## src/rtl/sfr_pkg.sv

```systemverilog
package sfr_pkg;
  typedef enum logic [1:0] {
    LANE_X1 = 2'd0,
    LANE_X2 = 2'd1,
    LANE_X4 = 2'd2
  } lane_e;

  localparam logic [7:0] CMD_PIO_RD = 8'h81;

  localparam logic [7:0] OFS_CMD   = 8'h00;
  localparam logic [7:0] OFS_MODE  = 8'h01;
  localparam logic [7:0] OFS_CFG   = 8'h02;
  localparam logic [7:0] OFS_RDATA = 8'h03;
  localparam logic [7:0] OFS_OPA   = 8'h04;
  localparam logic [7:0] OFS_OPB   = 8'h05;
  localparam logic [5:0] OFS_ADRW  = 6'h02;  // offsets 0x08..0x0B

  localparam logic [6:0] DUMMY_CLKS = 7'd8;
  localparam logic [6:0] OPC_CLKS   = 7'd8;
endpackage

```

## src/rtl/sfr_tick.sv

```systemverilog
module sfr_tick #(
  parameter int unsigned DIV = 2
) (
  input  logic clk_i,
  input  logic rst_ni,
  input  logic run_i,
  output logic tick_o
);
  localparam int unsigned CW = (DIV > 1) ? $clog2(DIV) : 1;
  localparam logic [CW-1:0] LAST = CW'(DIV - 1);

  logic [CW-1:0] cnt_q, cnt_d;

  assign tick_o = run_i && (cnt_q == LAST);

  always_comb begin
    if (!run_i || tick_o) cnt_d = '0;
    else                  cnt_d = cnt_q + 1'b1;
  end

  always_ff @(posedge clk_i or negedge rst_ni) begin
    if (!rst_ni) cnt_q <= '0;
    else         cnt_q <= cnt_d;
  end
endmodule

```

## src/rtl/sfr_regs.sv

```systemverilog
module sfr_regs
  import sfr_pkg::*;
#(
  parameter int unsigned AW = 32
) (
  input  logic          clk_i,
  input  logic          rst_ni,
  input  logic          bus_we_i,
  input  logic [7:0]    bus_addr_i,
  input  logic [7:0]    bus_wdata_i,
  output logic [7:0]    bus_rdata_o,
  input  logic          busy_i,
  input  logic          done_i,
  input  logic [7:0]    rx_byte_i,
  output logic          start_o,
  output lane_e         lane_o,
  output logic          addr4_o,
  output logic          fast_o,
  output logic [7:0]    opcode_o,
  output logic [AW-1:0] addr_o
);
  localparam int unsigned NB = AW / 8;

  logic [7:0]    mode_q, mode_d, cfg_q, cfg_d, opa_q, opa_d, opb_q, opb_d;
  logic [7:0]    rdata_q, rdata_d;
  logic [AW-1:0] addr_q, addr_d;

  assign start_o  = bus_we_i && (bus_addr_i == OFS_CMD) &&
                    (bus_wdata_i == CMD_PIO_RD) && !busy_i;
  assign lane_o   = mode_q[2] ? LANE_X4 : (mode_q[0] ? LANE_X2 : LANE_X1);
  assign addr4_o  = mode_q[4];
  assign fast_o   = cfg_q[0];
  assign opcode_o = mode_q[2] ? opb_q : opa_q;
  assign addr_o   = addr_q;

  always_comb begin
    mode_d  = mode_q;
    cfg_d   = cfg_q;
    opa_d   = opa_q;
    opb_d   = opb_q;
    rdata_d = rdata_q;
    addr_d  = addr_q;
    if (bus_we_i) begin
      case (bus_addr_i)
        OFS_MODE: mode_d = bus_wdata_i;
        OFS_CFG:  cfg_d  = bus_wdata_i;
        OFS_OPA:  opa_d  = bus_wdata_i;
        OFS_OPB:  opb_d  = bus_wdata_i;
        default: ;
      endcase
    end
    if (done_i) begin
      rdata_d = rx_byte_i;
      addr_d  = addr_q + 1'b1;
    end else if (bus_we_i && bus_addr_i[7:2] == OFS_ADRW) begin
      for (int i = 0; i < NB; i++)
        if (bus_addr_i[1:0] == 2'(i)) addr_d[8*i +: 8] = bus_wdata_i;
    end
  end

  always_ff @(posedge clk_i or negedge rst_ni) begin
    if (!rst_ni) begin
      mode_q  <= '0;
      cfg_q   <= '0;
      opa_q   <= '0;
      opb_q   <= '0;
      rdata_q <= '0;
      addr_q  <= '0;
    end else begin
      mode_q  <= mode_d;
      cfg_q   <= cfg_d;
      opa_q   <= opa_d;
      opb_q   <= opb_d;
      rdata_q <= rdata_d;
      addr_q  <= addr_d;
    end
  end

  always_comb begin
    bus_rdata_o = 8'h00;
    case (bus_addr_i)
      OFS_CMD:   bus_rdata_o = {7'b0, busy_i};
      OFS_MODE:  bus_rdata_o = mode_q;
      OFS_CFG:   bus_rdata_o = cfg_q;
      OFS_RDATA: bus_rdata_o = rdata_q;
      OFS_OPA:   bus_rdata_o = opa_q;
      OFS_OPB:   bus_rdata_o = opb_q;
      default: begin
        if (bus_addr_i[7:2] == OFS_ADRW)
          for (int i = 0; i < NB; i++)
            if (bus_addr_i[1:0] == 2'(i)) bus_rdata_o = addr_q[8*i +: 8];
      end
    endcase
  end
endmodule

```

## src/rtl/sfr_xfer.sv

```systemverilog
module sfr_xfer
  import sfr_pkg::*;
(
  input  logic        clk_i,
  input  logic        rst_ni,
  input  logic        start_i,
  input  logic        tick_i,
  input  lane_e       lane_i,
  input  logic        addr4_i,
  input  logic        fast_i,
  input  logic [7:0]  opcode_i,
  input  logic [31:0] addr_i,
  input  logic [3:0]  io_in_i,
  output logic        busy_o,
  output logic        done_o,
  output logic [7:0]  rx_byte_o,
  output logic        sck_o,
  output logic        cs_n_o,
  output logic [3:0]  io_out_o,
  output logic [3:0]  io_oe_o
);
  logic        busy_q, busy_d, sck_q, sck_d, addr4_q, addr4_d, fast_q, fast_d;
  lane_e       lane_q, lane_d;
  logic [6:0]  cyc_q, cyc_d;
  logic [39:0] tx_q, tx_d;
  logic [7:0]  rx_q, rx_d;
  logic [6:0]  abits, dstart, dcyc, last;
  logic        rise, fall;

  assign abits  = addr4_q ? 7'd32 : 7'd24;
  assign dstart = OPC_CLKS + abits + (fast_q ? DUMMY_CLKS : 7'd0);
  assign dcyc   = (lane_q == LANE_X4) ? 7'd2 : ((lane_q == LANE_X2) ? 7'd4 : 7'd8);
  assign last   = dstart + dcyc - 7'd1;
  assign rise   = busy_q && tick_i && !sck_q;
  assign fall   = busy_q && tick_i && sck_q;

  assign done_o    = fall && (cyc_q == last);
  assign busy_o    = busy_q;
  assign cs_n_o    = !busy_q;
  assign sck_o     = sck_q;
  assign rx_byte_o = rx_q;
  assign io_out_o  = {3'b000, tx_q[39]};
  assign io_oe_o   = {3'b000, busy_q && (cyc_q < OPC_CLKS + abits)};

  always_comb begin
    busy_d  = busy_q;
    sck_d   = sck_q;
    cyc_d   = cyc_q;
    tx_d    = tx_q;
    rx_d    = rx_q;
    lane_d  = lane_q;
    addr4_d = addr4_q;
    fast_d  = fast_q;
    if (start_i && !busy_q) begin
      busy_d  = 1'b1;
      sck_d   = 1'b0;
      cyc_d   = '0;
      rx_d    = '0;
      lane_d  = lane_i;
      addr4_d = addr4_i;
      fast_d  = fast_i;
      tx_d    = addr4_i ? {opcode_i, addr_i} : {opcode_i, addr_i[23:0], 8'h00};
    end else if (rise) begin
      sck_d = 1'b1;
      if (cyc_q >= dstart) begin
        case (lane_q)
          LANE_X4: rx_d = {rx_q[3:0], io_in_i};
          LANE_X2: rx_d = {rx_q[5:0], io_in_i[1:0]};
          default: rx_d = {rx_q[6:0], io_in_i[1]};
        endcase
      end
    end else if (fall) begin
      sck_d = 1'b0;
      if (cyc_q == last) begin
        busy_d = 1'b0;
      end else begin
        cyc_d = cyc_q + 7'd1;
        tx_d  = {tx_q[38:0], 1'b0};
      end
    end
  end

  always_ff @(posedge clk_i or negedge rst_ni) begin
    if (!rst_ni) begin
      busy_q  <= 1'b0;
      sck_q   <= 1'b0;
      cyc_q   <= '0;
      tx_q    <= '0;
      rx_q    <= '0;
      lane_q  <= LANE_X1;
      addr4_q <= 1'b0;
      fast_q  <= 1'b0;
    end else begin
      busy_q  <= busy_d;
      sck_q   <= sck_d;
      cyc_q   <= cyc_d;
      tx_q    <= tx_d;
      rx_q    <= rx_d;
      lane_q  <= lane_d;
      addr4_q <= addr4_d;
      fast_q  <= fast_d;
    end
  end
endmodule

```

## src/rtl/sfr_read_engine.sv

```systemverilog
module sfr_read_engine
  import sfr_pkg::*;
#(
  parameter int unsigned CLK_DIV = 2
) (
  input  logic       clk_i,
  input  logic       rst_ni,
  input  logic       bus_we_i,
  input  logic [7:0] bus_addr_i,
  input  logic [7:0] bus_wdata_i,
  output logic [7:0] bus_rdata_o,
  output logic       flash_sck_o,
  output logic       flash_cs_n_o,
  output logic [3:0] flash_io_o,
  output logic [3:0] flash_io_oe_o,
  input  logic [3:0] flash_io_i
);
  logic [1:0]  rst_sync_q;
  logic        rst_n_int;
  logic        start, busy, done, tick, addr4, fast;
  lane_e       lane;
  logic [7:0]  opcode, rx_byte;
  logic [31:0] cur_addr;

  always_ff @(posedge clk_i or negedge rst_ni) begin
    if (!rst_ni) rst_sync_q <= 2'b00;
    else         rst_sync_q <= {rst_sync_q[0], 1'b1};
  end
  assign rst_n_int = rst_sync_q[1];

  sfr_regs #(.AW(32)) u_regs (
    .clk_i(clk_i), .rst_ni(rst_n_int),
    .bus_we_i(bus_we_i), .bus_addr_i(bus_addr_i),
    .bus_wdata_i(bus_wdata_i), .bus_rdata_o(bus_rdata_o),
    .busy_i(busy), .done_i(done), .rx_byte_i(rx_byte),
    .start_o(start), .lane_o(lane), .addr4_o(addr4), .fast_o(fast),
    .opcode_o(opcode), .addr_o(cur_addr)
  );

  sfr_tick #(.DIV(CLK_DIV)) u_tick (
    .clk_i(clk_i), .rst_ni(rst_n_int), .run_i(busy), .tick_o(tick)
  );

  sfr_xfer u_xfer (
    .clk_i(clk_i), .rst_ni(rst_n_int), .start_i(start), .tick_i(tick),
    .lane_i(lane), .addr4_i(addr4), .fast_i(fast), .opcode_i(opcode),
    .addr_i(cur_addr), .io_in_i(flash_io_i), .busy_o(busy), .done_o(done),
    .rx_byte_o(rx_byte), .sck_o(flash_sck_o), .cs_n_o(flash_cs_n_o),
    .io_out_o(flash_io_o), .io_oe_o(flash_io_oe_o)
  );
endmodule

```

## config.mk

```make
export PLATFORM = sky130hd
export DESIGN_NAME = sfr_read_engine
export DESIGN_NICKNAME = d
export VERILOG_FILES = /design/src/rtl/sfr_pkg.sv /design/src/rtl/sfr_tick.sv /design/src/rtl/sfr_regs.sv /design/src/rtl/sfr_xfer.sv /design/src/rtl/sfr_read_engine.sv
export SDC_FILE = /design/constraint.sdc
export NUM_CORES = 1
export LEC_CHECK = 0
export ABC_AREA = 1
export BUFFER_PORTS_ARGS = -buffer_cell sky130_fd_sc_hd__clkbuf_2
export CORE_UTILIZATION = 43
export DETAILED_ROUTE_END_ITERATION = 12
export GPL_TIMING_DRIVEN = 0
export SYNTH_ARGS = -nofsm -noshare
export SYNTH_HDL_FRONTEND = slang
export SYNTH_HIERARCHICAL = 1
export SYNTH_SLANG_ARGS = --single-unit
export TNS_END_PERCENT = 100
```

## constraint.sdc

```tcl
create_clock -name clk_i -period 10.1 [get_ports clk_i]
set_clock_uncertainty 0.1 [all_clocks]
set_input_delay 1.515 -clock clk_i [delete_from_list [all_inputs] [get_ports clk_i]]
set_output_delay 1.515 -clock clk_i [all_outputs]
set_load 0.1 [all_outputs]
```

==> metrics.txt <==
nets=1407; Worst EP arrival=between 3 and 4 ns; Die Span Y=between 100 and 150 um; full die area=roughly 0.021 mm2; Final Power=1.49 mW; TritonCTS clock tree=yes; crit share post-route=approximately half; Crit Path Class=primary input to primary output; status=complete, no violations; setup bufs post-CTS=0; first-pass GRT wire length=between 40000 and 50000 um; antenna violations before repair=0; Non-Filler Instances=between 1.5k and 2k; total congestion overflow=0; final critical-path required period=about 5.0 ns; FF-to-FF End=u_regs/addr_o[11]$_DFFE_PN0P_; Post-Route WL=28400 um; FF-to-FF setup slack=slightly below 6 ns; Clock Latency Late Sink=between 0.4 and 0.5 ns; P&R area growth vs syn=13.5%; Buffers on Ports=32; Slew HR=52.8%; Synth area leaders=dfrtp_1, nand2_1, nand3_1; CTS max path bufs=2; TNS Setup=0 ns; largest net degree at the start of global routing=57; share of the synthesized area in the top cell type=a little under two fifths; residual DRC count=0; row count=52; Iteration-0 DRC Markers=between 800 and 900; number of instances in the placed design=between 1.5k and 2k; cell count after synthesis=between 1k and 1.5k; Die X=between 100 and 150 um; Avg Cell Area, Syn=around 6.8 um2; GRT Total Usage=approximately 28%; setup ws final=around 5.1 ns; Least-Margin Pin Slew=approximately 0.70 ns; Final ANT Viol Nets=0; vias per inst=~5.4; cts bufs inserted=17; Seq cells post-synth=136; routed via count=roughly 8.9k; post-DR wirelength/cell=17.1 um; post-DP HPWL=between 20000 and 25000 um; ant diodes=0; Crit. End Element=primary output; Max Freq=199 MHz; Area after DPL=between 0.009 and 0.01 mm2; worst-path cell chain=clkbuf_2 > inv_2 > nand2_2 > inv_1 > buf_2 > nand3_1 > nand2_1 > nor2_1 > nand3_1 > clkbuf_2; Post-Place Worst Slack=roughly 5.2 ns; post-layout instance area=0.0101 mm2; clock root cell=clkbuf_16; number of hold buffers added after cts=0; Hold Fails Final Rpt=0; CP startpoint=bus_addr_i[1]; H-tree depth=4; CTS Sinks=between 100 and 150; Crit-path slowest cell=clkbuf_2; type of origin of the critical path=primary input; Initial DRT Pass Iterations=5; GPL Wtd Cong=~1; worst-path maximum fanout=10; pins over their slew limit=0; Hold Crit Class=flop to asynchronous set/reset pin; IO Count=41; vias in the first global route=between 8k and 9k; Hold WS=slightly above 0.2 ns; worst setup path endpoint=bus_rdata_o[6]; Peak VDD IR=around 0.12 mV; Final setup viols=0; post_cts resized=0; share of layout cells above drive strength 1=between 10% and 20%; RSZ-0062 raised after global routing=false; Core Box Area=approximately 0.020 mm2; Starting Density=between 40% and 50%; Register-to-Register Path Depth=19; Util after Layout=about 50%; Reg clk slew, reported paths=~0.070 ns; Synth warnings=6; post-synthesis sequential area ratio=38.3%; CP peak stage delay=approximately 0.47 ns; worst reg2reg path startpoint=u_xfer/lane_q[0]$_DFFE_PN0P_; post-synth top area cell=dfrtp_1; leakage=around 5.4 nW; power density cells=148 mW/mm2; Max Cap Violations=0; synthesized area=around 0.0089 mm2; Synth cell types=38; Data required, critical path=around 8.5 ns
[placed cells by master, fill, tap and decap left out, types with 3 or more instances in the layout]
cell type,synthesis,routed
buf_1,6,6
nand3_2,4,4
nand4_1,6,6
dfrtp_1,136,135
inv_8,0,4
nor2_2,5,5
clkbuf_1,14,14
buf_6,7,7
mux2_2,8,8
clkbuf_16,0,17
nor2_1,113,113
a21oi_1,13,13
xor2_1,3,3
o21ai_0,77,77
a31oi_1,7,7
conb_1,2,7
inv_1,97,97
o21ai_2,8,8
nand2_1,447,447
nand3_1,246,246
nand2_4,4,4
ha_1,13,13
o211ai_1,5,5
inv_2,6,6
nand2_2,3,3
buf_2,30,30
clkbuf_2,0,32
buf_4,10,10
nor2_4,6,6
nor3_1,4,4
inv_6,0,6
o21ai_1,18,18
[critical path, delay by kind of cell]
| family | cells | cell delay (ns) |
|---|---|---|
| AND/OR/NAND/NOR | 5 | 0.49 |
| buffers and inverters | 5 | 1.40 |
[logic make-up (layout without fill, tap and decap cells)]
kind of cell | Yosys count | after routing | share of synthesized area, %
xor+xnor | 5 | 5 | 0.494
buf+inv | 171 | 237 | 8.68
flops | 136 | 136 | 38.3
compound gates | 132 | 132 | 8.13
fa+ha+maj | 13 | 13 | 1.83
simple gates | 846 | 846 | 41.4
mux | 8 | 8 | 1.02
other cells | 2 | 7 | 0.0846
[state kept, by name (all words and copies together) (netlist names), 7 cells and up]
signal / cells
u_regs/addr_o: 32
u_regs/cfg_q: 8
u_regs/mode_q: 8
u_regs/opa_q: 8
u_regs/opb_q: 8
u_regs/rdata_q: 8
u_xfer/cyc_q: 7
u_xfer/rx_byte_o: 8
u_xfer/tx_q: 40
[cells in the mapped netlist]
cell and count:
nand3_1 246, mux2_2 8, conb_1 2, nand2_2 3
ha_1 13, clkinv_2 1, nor2_2 5, a22oi_1 2
nand2_4 4, o21ai_2 8, nor3_4 1, inv_2 6
nand2_8 1, o21bai_1 2, and2_1 1, xor2_1 3
nor4_1 1, buf_1 6, buf_6 7, xnor2_1 2
buf_2 30, clkbuf_1 14, nand4_1 6, nor2_4 6
dfrtp_1 136, o211ai_1 5, inv_1 97, or2_2 2
o21ai_0 77, nor3_1 4, o21ai_1 18, nor2_1 113
a31oi_1 7, nor3_2 2, nand2_1 447, nand3_2 4
buf_4 10, a21oi_1 13
[routing by layer]
metal / global-route usage [%] / wire length, um
met3: 4.80 / 2060
met5: 0 / 0
met1: 39.9 / 13200
met2: 41.6 / 12500
met4: 9.11 / 637
[area by class of cell]
cell class,count,area (um2)
clock buffer,17,425
buffer,67,379
inverter,104,392
tap,270,338
multi-input combinational,1011,4720
timing repair buffer,34,215
sequential,136,3410
clock inverter,15,199
fill,2049,10200
[report_power, final]
| part | internal (mW) | total (mW) | leakage (nW) | switching (mW) |
|---|---|---|---|---|
| clock network | 0.380 | 0.668 | 0.307 | 0.288 |
| registers | 0.563 | 0.603 | 1.68 | 0.0398 |
| logic | 0.0643 | 0.221 | 3.44 | 0.156 |
| total | 1.01 | 1.49 | 5.42 | 0.484 |
[how the worst min path moves through the flow]
stage	endpoint	cells after the start
floorplan	rst_sync_q[1]$_DFF_PN0_	0
global placement	rst_sync_q[1]$_DFF_PN0_	0
global route	u_regs/addr_o[19]$_DFFE_PN0P_	0
CTS	u_regs/addr_o[23]$_DFFE_PN0P_	0
finish	u_regs/addr_o[23]$_DFFE_PN0P_	0
detailed placement	u_regs/addr_o[23]$_DFFE_PN0P_	0
(Power assumes the default switching activity.)
